File: src/rtl/trap_csr_pkg.sv
package trap_csr_pkg;

  localparam int ADDR_W = 12;
  localparam int EXT_W  = 26;
  localparam int CEN_W  = 32;

  typedef enum logic [1:0] {
    PRIV_U = 2'd0,
    PRIV_S = 2'd1,
    PRIV_R = 2'd2,
    PRIV_M = 2'd3
  } priv_e;

  typedef enum logic [3:0] {
    SEL_NONE, SEL_SIE, SEL_STVEC, SEL_SCEN, SEL_SEPC, SEL_SIP,
    SEL_MISA, SEL_MEDELEG, SEL_MIDELEG, SEL_MIE, SEL_MTVEC,
    SEL_MCEN, SEL_MEPC, SEL_MIP, SEL_CNT
  } csr_sel_e;

  localparam logic [ADDR_W-1:0] A_SIE     = 12'h104;
  localparam logic [ADDR_W-1:0] A_STVEC   = 12'h105;
  localparam logic [ADDR_W-1:0] A_SCEN    = 12'h106;
  localparam logic [ADDR_W-1:0] A_SEPC    = 12'h141;
  localparam logic [ADDR_W-1:0] A_SIP     = 12'h144;
  localparam logic [ADDR_W-1:0] A_MISA    = 12'h301;
  localparam logic [ADDR_W-1:0] A_MEDELEG = 12'h302;
  localparam logic [ADDR_W-1:0] A_MIDELEG = 12'h303;
  localparam logic [ADDR_W-1:0] A_MIE     = 12'h304;
  localparam logic [ADDR_W-1:0] A_MTVEC   = 12'h305;
  localparam logic [ADDR_W-1:0] A_MCEN    = 12'h306;
  localparam logic [ADDR_W-1:0] A_MEPC    = 12'h341;
  localparam logic [ADDR_W-1:0] A_MIP     = 12'h344;
  localparam logic [6:0]        A_CNT_HI  = 7'h60;

  // legal-bit masks (zero-extended to XLEN where used)
  localparam logic [63:0] M_PEND   = 64'h0000_0022;
  localparam logic [63:0] M_IDELEG = 64'h0000_1222;
  localparam logic [63:0] M_EDELEG = 64'h0000_B109;
  localparam logic [63:0] M_IEN    = 64'h0000_12AA;
  localparam logic [63:0] M_SSOFT  = 64'h0000_0002;

  localparam int X_A = 0;
  localparam int X_C = 2;
  localparam int X_D = 3;
  localparam int X_F = 5;
  localparam int X_M = 12;
  localparam logic [EXT_W-1:0] M_EXT =
    (EXT_W'(1) << X_M) | (EXT_W'(1) << X_A) | (EXT_W'(1) << X_F) |
    (EXT_W'(1) << X_D) | (EXT_W'(1) << X_C);

endpackage

File: src/rtl/trap_csr_decode.sv
module trap_csr_decode
  import trap_csr_pkg::*;
(
  input  logic [ADDR_W-1:0] addr,
  input  logic              we,
  input  logic [1:0]        priv,
  input  logic [CEN_W-1:0]  mcen,
  input  logic [CEN_W-1:0]  scen,
  output csr_sel_e          sel,
  output logic              illegal
);
  logic [4:0] idx;
  logic       permit;

  assign idx    = addr[4:0];
  assign permit = (priv == PRIV_M) ||
                  (mcen[idx] && ((priv != PRIV_U) || scen[idx]));

  always_comb begin
    sel     = SEL_NONE;
    illegal = 1'b0;
    case (addr)
      A_SIE:     sel = SEL_SIE;
      A_STVEC:   sel = SEL_STVEC;
      A_SCEN:    sel = SEL_SCEN;
      A_SEPC:    sel = SEL_SEPC;
      A_SIP:     sel = SEL_SIP;
      A_MISA:    sel = SEL_MISA;
      A_MEDELEG: sel = SEL_MEDELEG;
      A_MIDELEG: sel = SEL_MIDELEG;
      A_MIE:     sel = SEL_MIE;
      A_MTVEC:   sel = SEL_MTVEC;
      A_MCEN:    sel = SEL_MCEN;
      A_MEPC:    sel = SEL_MEPC;
      A_MIP:     sel = SEL_MIP;
      default: begin
        if (addr[11:5] == A_CNT_HI) begin
          sel     = SEL_CNT;
          illegal = we | ~permit;
        end else begin
          illegal = 1'b1;
        end
      end
    endcase
  end
endmodule

File: src/rtl/trap_csr_state.sv
module trap_csr_state
  import trap_csr_pkg::*;
#(
  parameter int XLEN = 32
) (
  input  logic             clk,
  input  logic             rst,
  input  logic             wr_en,
  input  csr_sel_e         sel,
  input  logic [XLEN-1:0]  wdata,
  input  logic [EXT_W-1:0] ext_mask,
  output logic [XLEN-1:0]  mie_q,
  output logic [XLEN-1:0]  mip_q,
  output logic [XLEN-1:0]  mideleg_q,
  output logic [XLEN-1:0]  medeleg_q,
  output logic [XLEN-1:0]  mepc_q,
  output logic [XLEN-1:0]  sepc_q,
  output logic [XLEN-1:0]  mtvec_q,
  output logic [XLEN-1:0]  stvec_q,
  output logic [EXT_W-1:0] misa_q,
  output logic [CEN_W-1:0] mcen_q,
  output logic [CEN_W-1:0] scen_q
);
  localparam logic [XLEN-1:0] PEND_W  = M_PEND[XLEN-1:0];
  localparam logic [XLEN-1:0] IDEL_W  = M_IDELEG[XLEN-1:0];
  localparam logic [XLEN-1:0] EDEL_W  = M_EDELEG[XLEN-1:0];
  localparam logic [XLEN-1:0] IEN_W   = M_IEN[XLEN-1:0];
  localparam logic [XLEN-1:0] SSOFT_W = M_SSOFT[XLEN-1:0];

  logic [EXT_W-1:0] ext_in, ext_wm;
  logic [XLEN-1:0]  sie_m, sip_m;

  always_comb begin
    ext_in = wdata[EXT_W-1:0];
    if (!ext_in[X_F]) ext_in[X_D] = 1'b0;
    ext_wm = M_EXT & ext_mask;
  end

  assign sie_m = mideleg_q & IEN_W;
  assign sip_m = mideleg_q & SSOFT_W;

  always_ff @(posedge clk) begin
    if (rst) begin
      mie_q     <= '0;
      mip_q     <= '0;
      mideleg_q <= '0;
      medeleg_q <= '0;
      mepc_q    <= '0;
      sepc_q    <= '0;
      mtvec_q   <= '0;
      stvec_q   <= '0;
      misa_q    <= ext_mask;
      mcen_q    <= '0;
      scen_q    <= '0;
    end else if (wr_en) begin
      case (sel)
        SEL_MIE:     mie_q     <= (mie_q & ~IEN_W) | (wdata & IEN_W);
        SEL_SIE:     mie_q     <= (mie_q & ~sie_m) | (wdata & sie_m);
        SEL_MIP:     mip_q     <= (mip_q & ~PEND_W) | (wdata & PEND_W);
        SEL_SIP:     mip_q     <= (mip_q & ~sip_m) | (wdata & sip_m);
        SEL_MIDELEG: mideleg_q <= wdata & IDEL_W;
        SEL_MEDELEG: medeleg_q <= wdata & EDEL_W;
        SEL_MEPC:    mepc_q    <= {wdata[XLEN-1:1], 1'b0};
        SEL_SEPC:    sepc_q    <= {wdata[XLEN-1:1], 1'b0};
        SEL_MTVEC:   mtvec_q   <= {wdata[XLEN-1:2], 1'b0, wdata[0]};
        SEL_STVEC:   stvec_q   <= {wdata[XLEN-1:2], 2'b00};
        SEL_MISA:    misa_q    <= (ext_in & ext_wm) | (misa_q & ~ext_wm);
        SEL_MCEN:    mcen_q    <= wdata[CEN_W-1:0];
        SEL_SCEN:    scen_q    <= wdata[CEN_W-1:0];
        default:     ;
      endcase
    end
  end
endmodule

File: src/rtl/trap_csr_rdmux.sv
module trap_csr_rdmux
  import trap_csr_pkg::*;
#(
  parameter int XLEN = 32
) (
  input  csr_sel_e         sel,
  input  logic [XLEN-1:0]  mie_q,
  input  logic [XLEN-1:0]  mip_q,
  input  logic [XLEN-1:0]  mideleg_q,
  input  logic [XLEN-1:0]  medeleg_q,
  input  logic [XLEN-1:0]  mepc_q,
  input  logic [XLEN-1:0]  sepc_q,
  input  logic [XLEN-1:0]  mtvec_q,
  input  logic [XLEN-1:0]  stvec_q,
  input  logic [EXT_W-1:0] misa_q,
  input  logic [CEN_W-1:0] mcen_q,
  input  logic [CEN_W-1:0] scen_q,
  output logic [XLEN-1:0]  rdata
);
  localparam logic [1:0] WCODE = (XLEN == 64) ? 2'd2 : 2'd1;

  logic [XLEN-1:0] misa_view;

  always_comb begin
    misa_view = XLEN'(misa_q);
    misa_view[XLEN-1:XLEN-2] = WCODE;
  end

  always_comb begin
    case (sel)
      SEL_MIE:     rdata = mie_q;
      SEL_SIE:     rdata = mie_q & mideleg_q;
      SEL_MIP:     rdata = mip_q;
      SEL_SIP:     rdata = mip_q & mideleg_q;
      SEL_MIDELEG: rdata = mideleg_q;
      SEL_MEDELEG: rdata = medeleg_q;
      SEL_MEPC:    rdata = mepc_q;
      SEL_SEPC:    rdata = sepc_q;
      SEL_MTVEC:   rdata = mtvec_q;
      SEL_STVEC:   rdata = stvec_q;
      SEL_MISA:    rdata = misa_view;
      SEL_MCEN:    rdata = XLEN'(mcen_q);
      SEL_SCEN:    rdata = XLEN'(scen_q);
      default:     rdata = '0;
    endcase
  end
endmodule

File: src/rtl/trap_csr_legalizer.sv
module trap_csr_legalizer
  import trap_csr_pkg::*;
#(
  parameter int XLEN = 32
) (
  input  logic              clk,
  input  logic              rst,
  input  logic              csr_req,
  input  logic              csr_we,
  input  logic [11:0]       csr_addr,
  input  logic [XLEN-1:0]   csr_wdata,
  input  logic [1:0]        csr_priv,
  input  logic [25:0]       ext_mask,
  output logic              rsp_valid,
  output logic [XLEN-1:0]   rsp_rdata,
  output logic              rsp_illegal
);
  csr_sel_e         sel;
  logic             dec_illegal;
  logic             wr_en;
  logic [XLEN-1:0]  mux_data;
  logic [XLEN-1:0]  mie_q, mip_q, mideleg_q, medeleg_q;
  logic [XLEN-1:0]  mepc_q, sepc_q, mtvec_q, stvec_q;
  logic [EXT_W-1:0] misa_q;
  logic [CEN_W-1:0] mcen_q, scen_q;

  assign wr_en = csr_req & csr_we & ~dec_illegal;

  trap_csr_decode u_dec (
    .addr(csr_addr), .we(csr_we), .priv(csr_priv),
    .mcen(mcen_q), .scen(scen_q), .sel(sel), .illegal(dec_illegal)
  );

  trap_csr_state #(.XLEN(XLEN)) u_state (
    .clk(clk), .rst(rst), .wr_en(wr_en), .sel(sel), .wdata(csr_wdata),
    .ext_mask(ext_mask), .mie_q(mie_q), .mip_q(mip_q),
    .mideleg_q(mideleg_q), .medeleg_q(medeleg_q), .mepc_q(mepc_q),
    .sepc_q(sepc_q), .mtvec_q(mtvec_q), .stvec_q(stvec_q),
    .misa_q(misa_q), .mcen_q(mcen_q), .scen_q(scen_q)
  );

  trap_csr_rdmux #(.XLEN(XLEN)) u_rd (
    .sel(sel), .mie_q(mie_q), .mip_q(mip_q), .mideleg_q(mideleg_q),
    .medeleg_q(medeleg_q), .mepc_q(mepc_q), .sepc_q(sepc_q),
    .mtvec_q(mtvec_q), .stvec_q(stvec_q), .misa_q(misa_q),
    .mcen_q(mcen_q), .scen_q(scen_q), .rdata(mux_data)
  );

  always_ff @(posedge clk) begin
    if (rst) begin
      rsp_valid   <= 1'b0;
      rsp_illegal <= 1'b0;
      rsp_rdata   <= '0;
    end else begin
      rsp_valid   <= csr_req;
      rsp_illegal <= csr_req & dec_illegal;
      rsp_rdata   <= (csr_req && !dec_illegal) ? mux_data : '0;
    end
  end
endmodule

File: config.mk
export PLATFORM = sky130hd
export DESIGN_NAME = trap_csr_legalizer
export DESIGN_NICKNAME = d
export VERILOG_FILES = /design/src/rtl/trap_csr_pkg.sv /design/src/rtl/trap_csr_decode.sv /design/src/rtl/trap_csr_state.sv /design/src/rtl/trap_csr_rdmux.sv /design/src/rtl/trap_csr_legalizer.sv
export SDC_FILE = /design/constraint.sdc
export NUM_CORES = 1
export LEC_CHECK = 0
export ABC_CLOCK_PERIOD_IN_PS = 3400
export BUFFER_PORTS_ARGS = -buffer_cell sky130_fd_sc_hd__buf_2
export CAP_MARGIN = 20
export CORE_UTILIZATION = 40
export CTS_BUF_LIST = sky130_fd_sc_hd__clkbuf_8 sky130_fd_sc_hd__clkbuf_16
export CTS_CLUSTER_DIAMETER = 40
export DETAILED_ROUTE_END_ITERATION = 8
export PLACE_DENSITY_LB_ADDON = 0.3
export REMOVE_ABC_BUFFERS = 1
export SLEW_MARGIN = 20
export SYNTH_ARGS = -nofsm -noshare
export SYNTH_HDL_FRONTEND = slang
export SYNTH_SLANG_ARGS = --single-unit
File: constraint.sdc
create_clock -name clk -period 3.4 [get_ports clk]
set_clock_uncertainty 0.15 [all_clocks]
set_input_delay 0.17 -clock clk [delete_from_list [all_inputs] [get_ports clk]]
set_output_delay 0.17 -clock clk [all_outputs]
set_load 0.005 [all_outputs]
Yosys cells after proc, flatten, opt, wreduce, memory -nomap -nowiden
Cells that the tools add are included. W data, S select, Z words.

$add $sub $neg: 0. Multiply operators: 0. Div/mod/pow operators: 0. Order comparisons: 1. Equal/unequal tests: 28. Shift-type cells: 0. Multiplexer cells: 15. Bitwise gates (word level): 23. Reduce and logical (&&, ||, !) cells: 23.

Operator list (count): $pmux W32 S13 (1); $pmux W32 S2 (2); $and A32 B13 Y32 (3); $eq A12 B10 Y1 const B (8); $mux W26 (3); $and A32 B32 Y32 (2); $or A32 B32 Y32 (2); $eq A12 B9 Y1 const B (5); $pmux W4 S13 (1); $and A32 B2 Y32 (1); $not A13 Y32 (1); $not A2 Y32 (1); $or A32 B13 Y32 (1); $or A32 B6 Y32 (1); $and A26 B13 Y26 (1); $and A26 B26 Y26 (1); $not A13 Y26 (1); $or A26 B26 Y26 (1); $eq A4 B4 Y1 const B (6); $reduce_and A2 Y1 (11); $eq A4 B3 Y1 const B (4); $reduce_or A13 Y1 (1); $bmux W1 S5 (2); $reduce_bool A2 Y1 (5); other kinds (14) (25).

Bits in registers: 321. Bits in latches: 0. Memory bits (writable): 0. Memory bits (read-only): 0. Bits of input ports: 76. Output and inout bits: 34. Logic and storage cells: 104. Memories kept: 0.

Longest topological paths before layout
Gate-level depths: netlist of the first run.

Word-level depth: 13. Mapped depth: 10. Gate-level depth less buffers: 6.

Hierarchy
From an unflattened synthesis of the first run, not the netlist that was laid out.

Cells, all modules: 1533. Area total of the unflattened synthesis: 15493.6 µm².

Modules (own cells, without submodules): trap_csr_state (times used 1, cells an instance 905, area an instance 9927.0 µm², seq. area each 4884.7 µm²); trap_csr_rdmux (times used 1, cells an instance 476, area an instance 3473.3 µm², seq. area each 0.0 µm²); trap_csr_legalizer (times used 1, cells an instance 78, area an instance 1298.7 µm², seq. area each 680.7 µm²); trap_csr_decode (times used 1, cells an instance 74, area an instance 794.5 µm², seq. area each 0.0 µm²).

Least setup slack after synthesis of the first run
OpenSTA, ideal clock, no wires.

Path kind: input to register. Start point: input port csr_addr[1]. End point: register rsp_illegal. Library setup time: 61 ps. Arrival: 2382 ps. Required time: 3189 ps. Path slack: 807 ps. Stages: 8. Buffers on the path: 3. Cells stage by stage: clkbuf_1 > clkbuf_1 > clkbuf_1 > mux4_2 > mux4_2 > o21a_1 > o221ai_1 > and4_1.

Cells in the longest elaborated chain, start to end: 10. Elaborated cells on any way between the ends: 26. Classes of those cells: eq/ne: 13; mux: 6; bitwise: 3; reduce/logical: 4.

Ends and longest elaborated chain: start, declared (line trap_csr_legalizer.sv:10) `input logic [11:0] csr_addr,`; $bmux W1 S5 (line trap_csr_decode.sv:17) `(mcen[idx] && ((priv != PRIV_U) || scen[idx]));`; $mux W1 (not written as such) (line trap_csr_decode.sv:17); $logic_or A1 B1 Y1 (line trap_csr_decode.sv:17); $logic_and A1 B1 Y1 (line trap_csr_decode.sv:17); $logic_or A1 B1 Y1 (line trap_csr_decode.sv:16) `assign permit = (priv == PRIV_M) ||`; $not A1 Y1 (line trap_csr_decode.sv:39) `illegal = we | ~permit;`; $or A1 B1 Y1 (line trap_csr_decode.sv:39); $mux W1 (line trap_csr_decode.sv:37) `if (addr[11:5] == A_CNT_HI) begin`; $mux W1 * (line trap_csr_decode.sv:22) `case (addr)`; $and A1 B1 Y1 * (line trap_csr_legalizer.sv:56) `rsp_illegal <= csr_req & dec_illegal;`; end signal, assigned (line trap_csr_legalizer.sv:56); end, declared (line trap_csr_legalizer.sv:16) `output logic rsp_illegal`.

Every way passes the cells marked *; elsewhere a longest branch is shown, timed or not. The select of a mux whose other input is x is not followed. A chain may end at the register's enable or synchronous reset.

Worst setup path in the final report of the first run
Start point: input port csr_addr[0]. End point: register rsp_illegal.

The elaborated chain is that of the path after synthesis.

==> out/results.ini, run 1 <==
[cts]
hold_buffers = 66
tritoncts = built
cts_resized = 0
cts_made_buffers = 37
clk_latency_ns = 0.53
cts-root-buf = clkbuf_16
clockBufferDepth = 3
clk_pin_slew_worst_paths_ns = 0.05
post_cts_buffers = 0
cts.sinks = 265
cts_max_level = 2

[setup_path]
worstSetupPathType = in2reg
worst_path_most_repeated_cell = mux4_2
path_delay_family = buffers and inverters
cp_num_buf_inv = 3
endpoint_kind = flop
cp_num_cells = 9
arrival_ns = 3.22
path_max_fanout = 16
max_stage_delay_ns = 0.57
r2r_cells = 7
critPathLaunchType = input port
crit_chain = buf_2, buf_4, mux4_2, mux4_2, and2_1, o21a_1, o221ai_1, dlygate4sd3_1, and4_1
slowest_stage = mux4_2
worstPathRequired_ns = 3.70

[global_routing]
grt_pass1_vias = 10060
grt_max_degree = 155
grt_pass1_wl_um = 57510
track_usage_pct = 25.42
antenna_found_initial = 1
grt_overflow = 0

[job]
cap_viol_max_count = 0

[drt]
drt_iter0_markers = 1252
antenna_left = 0
viasPerCell = 5.705
drt_wl_total_um = 37420
dr.pass1.iters = 9
drc_errors = 0
wl_per_cell_um = 19.86
vias = 10750

[synthesis]
postSynthAreaPerCell_um2 = 8.570
synth_most_common_cell = nand2_1
syn_inst = 1338
synth_edf_count = 26
synth_area_leader_cell = dfxtp_1
yosysTopAreaCellShare_pct = 41.73
synth-compound-area-share_pct = 20.47
ys_types = 65
synth_xor_area_share_pct = 0.1528
synthMuxAreaShare_pct = 5.074
async_reset_ff_share_pct = 0
synth_top_family_by_area = simple AND/OR/NAND/NOR gates
synth_fa_ha_area_share_pct = 0.08730
ys.flop_type = dfxtp_1
netlist_area_mm2 = 0.01147
yosys_warnings = 0
yosys.area_share.simple_pct = 20.89
synthTopCellsByCount = nand2_1, dfxtp_1, a21oi_1, clkbuf_1, nand3_1
yosysSeqAreaShare_pct = 48.54
netlist_top_cells_area = dfxtp_1, nand2_1, a21oi_1
ys_seq_elements = 265

[pwr]
p_leak_uw = 0.004808
ir_drop_uv = 303.0
power-per-cell-area_mw_per_mm2 = 507.5

[sta]
rsz0062_at_grt = no
timing.final.crit_period_ns = 2.916
relSlewSlack_pct = 40.60
finalHoldViolCount = 0
maxSlewViolCount = 0
fin_tns_setup_ns = 0
max_freq_ghz = 0.3430
tightest_slew_ns = 0.8828
finalCritPeriodShare_pct = 85.75
setup-violations-final = 0

[placement]
gp_congestion = 0.9222
dpl-instance-area_mm2 = 0.01248
placed_cells = 1749
dp_hpwl_um = 23340
numPortBuffers = 109

[layout]
final_cells = 1884
final_nets = 1552
syn_to_final_growth_pct = 25.44
drive_above_1_share_pct = 17.74
design_area_mm2 = 0.01438

[floorplan]
coreArea_mm2 = 0.02801
chipHeight_um = 171.3
initial_core_util_pct = 40.93
die_width_um = 171.3
ios = 110
dieArea_mm2 = 0.02935
row_count = 61

[status]
status = completed

[min_path]
worstHoldPathCells = 4
hold_path.class = in2reg

-- logic make-up (layout without fill, tap and decap cells) --
kind of cell / count (synthesis) / count (layout)
buffers and inverters: 131 / 298
other: 0 / 1
AND/OR/NAND/NOR: 533 / 533
flip-flops: 265 / 265
AO/OA/AOI/OAI: 373 / 373
XOR/XNOR: 2 / 2
adder cells (fa/ha/maj): 1 / 1
multiplexers: 33 / 33
-- report_power, final --
| part | leakage (uW) | total (uW) | internal [uW] | switching [uW] |
|---|---|---|---|---|
| Clock | 0.000645 | 3800 | 2320 | 1480 |
| Sequential | 0.00218 | 3190 | 3190 | 7.89 |
| Combinational | 0.00199 | 310 | 125 | 184 |
-- through the flow --
stage | hold WS (ns) | power, uW | worst slack (ns) | util (%)
after global placement | 0.2869 | 3506 | 0.4049 | 44.56
after floorplan | 0.08907 | 3318 | -0.9249 | -
after CTS | 0.02172 | 7363 | 0.5054 | 51.34
after global routing | 0.04629 | 7522 | 0.3544 | 51.35
after detailed placement | 0.2934 | 3506 | 0.4219 | 44.56
final | 0.04211 | 7299 | 0.4844 | 51.35
-- worst min-delay path: cells and delay by family --
kind / cells / cell delay (ns)
AOI/OAI and AO/OA: 1 / 0.07
and+or+nand+nor: 2 / 0.26
buffers and inverters: 1 / 0.16
-- sequential cells by signal (all words and copies together), names as in the netlist, 6 cells and up, named ones only --
register / cells
u_state.mcen_q: 32
u_state.medeleg_q: 6
u_state.mtvec_q: 31
u_state.stvec_q: 30
u_state.mepc_q: 31
u_state.misa_q: 21
rsp_rdata: 32
u_state.scen_q: 32
u_state.sepc_q: 31
-- cell usage in the layout (no fill, tap or decap), types with 24 or more instances in the layout --
cell	n
a21oi_1	200
a222oi_1	39
a22oi_1	28
a31oi_1	24
and2_1	27
buf_2	108
buf_4	44
clkbuf_16	41
dfxtp_1	239
dlygate4sd3_1	66
edfxtp_1	26
nand2_1	354
nand3_1	47
o21ai_1	30
-- per-layer routing --
metal / track usage [%] / share of wire, % / vias up
met5: 0 / 0 / -
met3: 5.453 / 8.5 / 57
li1: - / - / 5081
met1: 33.59 / 43 / 5131
met4: 8.269 / 2.2 / 0
met2: 41.16 / 46 / 480
-- final cells by class --
class | instances | area (um2)
clock buffers | 43 | 1054
multi-input cells | 942 | 5435
inverters | 6 | 22.52
diodes | 1 | 2.502
clock inverters | 25 | 185.2
well taps | 378 | 473.0
flip-flops and latches | 265 | 5565
repair buffers | 224 | 1645
fillers | 2569 | 13630
-- path summary, 6_finish.rpt --
path | from | end | slack, ns
worst max register to register | u_state.mcen_q[27] | rsp_illegal | 0.63
worst max-delay path | csr_addr[0] | rsp_illegal | 0.48
worst min register to register | u_state.mepc_q[24] | u_state.mepc_q[24] | 0.30
worst min-delay path | csr_addr[4] | rsp_illegal | 0.04
(Power assumes the default switching activity.)
==> run 2: changes to the inputs <==
--- a/config.mk
+++ b/config.mk
@@ -8,7 +8,8 @@
 export ABC_CLOCK_PERIOD_IN_PS = 3400
 export BUFFER_PORTS_ARGS = -buffer_cell sky130_fd_sc_hd__buf_2
 export CAP_MARGIN = 20
-export CORE_UTILIZATION = 40
+export CORE_MARGIN = 5
+export CORE_UTILIZATION = 30
 export CTS_BUF_LIST = sky130_fd_sc_hd__clkbuf_8 sky130_fd_sc_hd__clkbuf_16
 export CTS_CLUSTER_DIAMETER = 40
 export DETAILED_ROUTE_END_ITERATION = 8
==> run 2 against run 1 <==
  * Flip-flop and latch count is the same
  * Die area grew 44%
  * Critical path depth is the same
  * Core utilization shrank 12 points
  * Largest power group unchanged
==> out/results.ini, run 2 (synthesis results as in run 1) <==
[setup_path]
worstPathRequired_ns = 3.71  ; about the same
path_max_fanout = 23  ; +7
worstSetupPathType = in2reg
critPathLaunchType = input port
arrival_ns = 3.20  ; -0.02 ns
endpoint_kind = flop

[layout]
final_nets = 1560  ; +0.52%
insertedDiodeCount = 0  ; -1
design_area_mm2 = 0.01478  ; +2.7%
syn_to_final_growth_pct = 28.88
register_area_mm2 = 0.005565  ; unchanged
layout_commonest_cell = nand2_1
multi_input_area_mm2 = 0.005441  ; +0.12%
most-common-layout-cells = nand2_1, dfxtp_1, a21oi_1
drive_above_1_share_pct = 18.60  ; +0.86 points
final_cells = 2027  ; +7.6%
fillers = 3854  ; +50%
reg_top3 = rsp_rdata: 32 flops, u_state.mcen_q: 32 flops, u_state.scen_q: 32 flops

[sta]
rsz0062_at_grt = no
maxSlewViolCount = 0  ; unchanged
finalHoldViolCount = 0  ; unchanged
relSlewSlack_pct = 47.03  ; +6.4 points
fin_tns_setup_ns = 0  ; unchanged
tightest_slew_ns = 0.7946  ; -0.08817 ns
setup-violations-final = 0  ; unchanged
timing.final.crit_period_ns = 2.887  ; -0.02907 ns
max_freq_ghz = 0.3464  ; +1.0%
finalCritPeriodShare_pct = 84.90  ; -0.86 points

[drt]
drt_wl_total_um = 41050  ; +9.7%
viasPerCell = 5.379  ; -5.7%
dr.pass1.iters = 9  ; unchanged
wl_per_cell_um = 20.25  ; +2.0%
drc_errors = 0  ; unchanged
vias = 10900  ; +1.4%
antenna_left = 0  ; unchanged
drt_iter0_markers = 1227  ; -2.0%

[global_routing]
grt_overflow = 0  ; unchanged
grt_max_degree = 137  ; -12%
track_usage_pct = 18.80  ; -6.6 points
antenna_found_initial = 0  ; -1
grt_pass1_vias = 10540  ; +4.7%
grt_pass1_wl_um = 62620  ; +8.9%

[cts]
cts-root-buf = clkbuf_16
cts_made_buffers = 41  ; +11%
clockBufferDepth = 3  ; unchanged
clk_latency_ns = 0.52  ; about the same
cts.sinks = 265  ; unchanged
tritoncts = built
hold_buffers = 66  ; unchanged
clk_pin_slew_worst_paths_ns = 0.06  ; about the same
cts_max_level = 2  ; unchanged
post_cts_buffers = 0  ; unchanged
cts_resized = 0  ; unchanged

[floorplan]
chipHeight_um = 205.5  ; +20%
dieArea_mm2 = 0.04223  ; +44%
coreArea_mm2 = 0.03767  ; +34%
row_count = 71  ; +16%
die_width_um = 205.5  ; +20%
ios = 110  ; unchanged
initial_core_util_pct = 30.44  ; -10 points

[pwr]
power-per-cell-area_mw_per_mm2 = 526.3  ; +3.7%
p_leak_uw = 0.004906  ; +2.0%
ir_drop_uv = 315.7  ; +4.2%

[status]
status = completed

[placement]
numPortBuffers = 109  ; unchanged
gp_congestion = 0.8463  ; -8.2%
dpl-instance-area_mm2 = 0.01271  ; +1.8%
dp_hpwl_um = 26430  ; +13%
placed_cells = 1886  ; +7.8%

[min_path]
hold_path.class = in2reg

[job]
cap_viol_max_count = 0  ; unchanged

==> run 2: routing by layer <==
layer	GRT usage (%)	vias up	part of all wire [%]
li1	-	5103	-
met1	24.89	5241	42
met2	31.33	476	47
met3	3.278	83	7.7
met4	5.909	0	2.9
met5	0	-	0
==> run 2: report_power, final <==
| part | internal [uW] | switching, uW |
|---|---|---|
| Combinational | 126 | 191 |
| Clock | 2720 | 1550 |
| Sequential | 3190 | 7.94 |
==> run 2: worst paths after layout <==
path | from | endpoint | slack (ns) | cells after the start
setup / recovery | csr_addr[6] | u_state.sepc_q[4] | 0.51 | 9
hold / removal | csr_priv[0] | rsp_illegal | 0.05 | 3
setup reg to reg | u_state.mcen_q[18] | rsp_illegal | 1.10 | 6
hold reg to reg | u_state.mepc_q[7] | u_state.mepc_q[7] | 0.30 | 2
==> run 2: per-stage QoR <==
stage          hold WS (ns)  power, uW  util (%)  setup slack [ns]
2_1_floorplan       0.08907       3318         -           -0.9249
3_3_place_gp         0.2865       3513     33.74            0.3636
3_5_place_dp         0.2928       3515     33.74            0.3225
4_1_cts             0.01306       7859     39.23            0.6049
5_1_grt             0.06550       8018     39.23            0.3425
6_report            0.04822       7778     39.23            0.5135
==> run 2: worst max-delay path, cell delays in order <==
cell and delay, ns:
buf_2 0.16, or4_1 0.67, nor4b_2 0.40, a21o_1 0.47, and3_1 0.31, buf_12 0.21
nand2_1 0.08, a21oi_1 0.14, dlygate4sd3_1 0.56
==> run 2: final cells by class <==
class                   instances  area share [%]
flip-flops and latches        265           37.66
multi-input cells             942           36.82
repair buffers                228           11.51
clock buffers                  45           7.391
well taps                     511           4.326
clock inverters                30           2.142
inverters                       6          0.1524
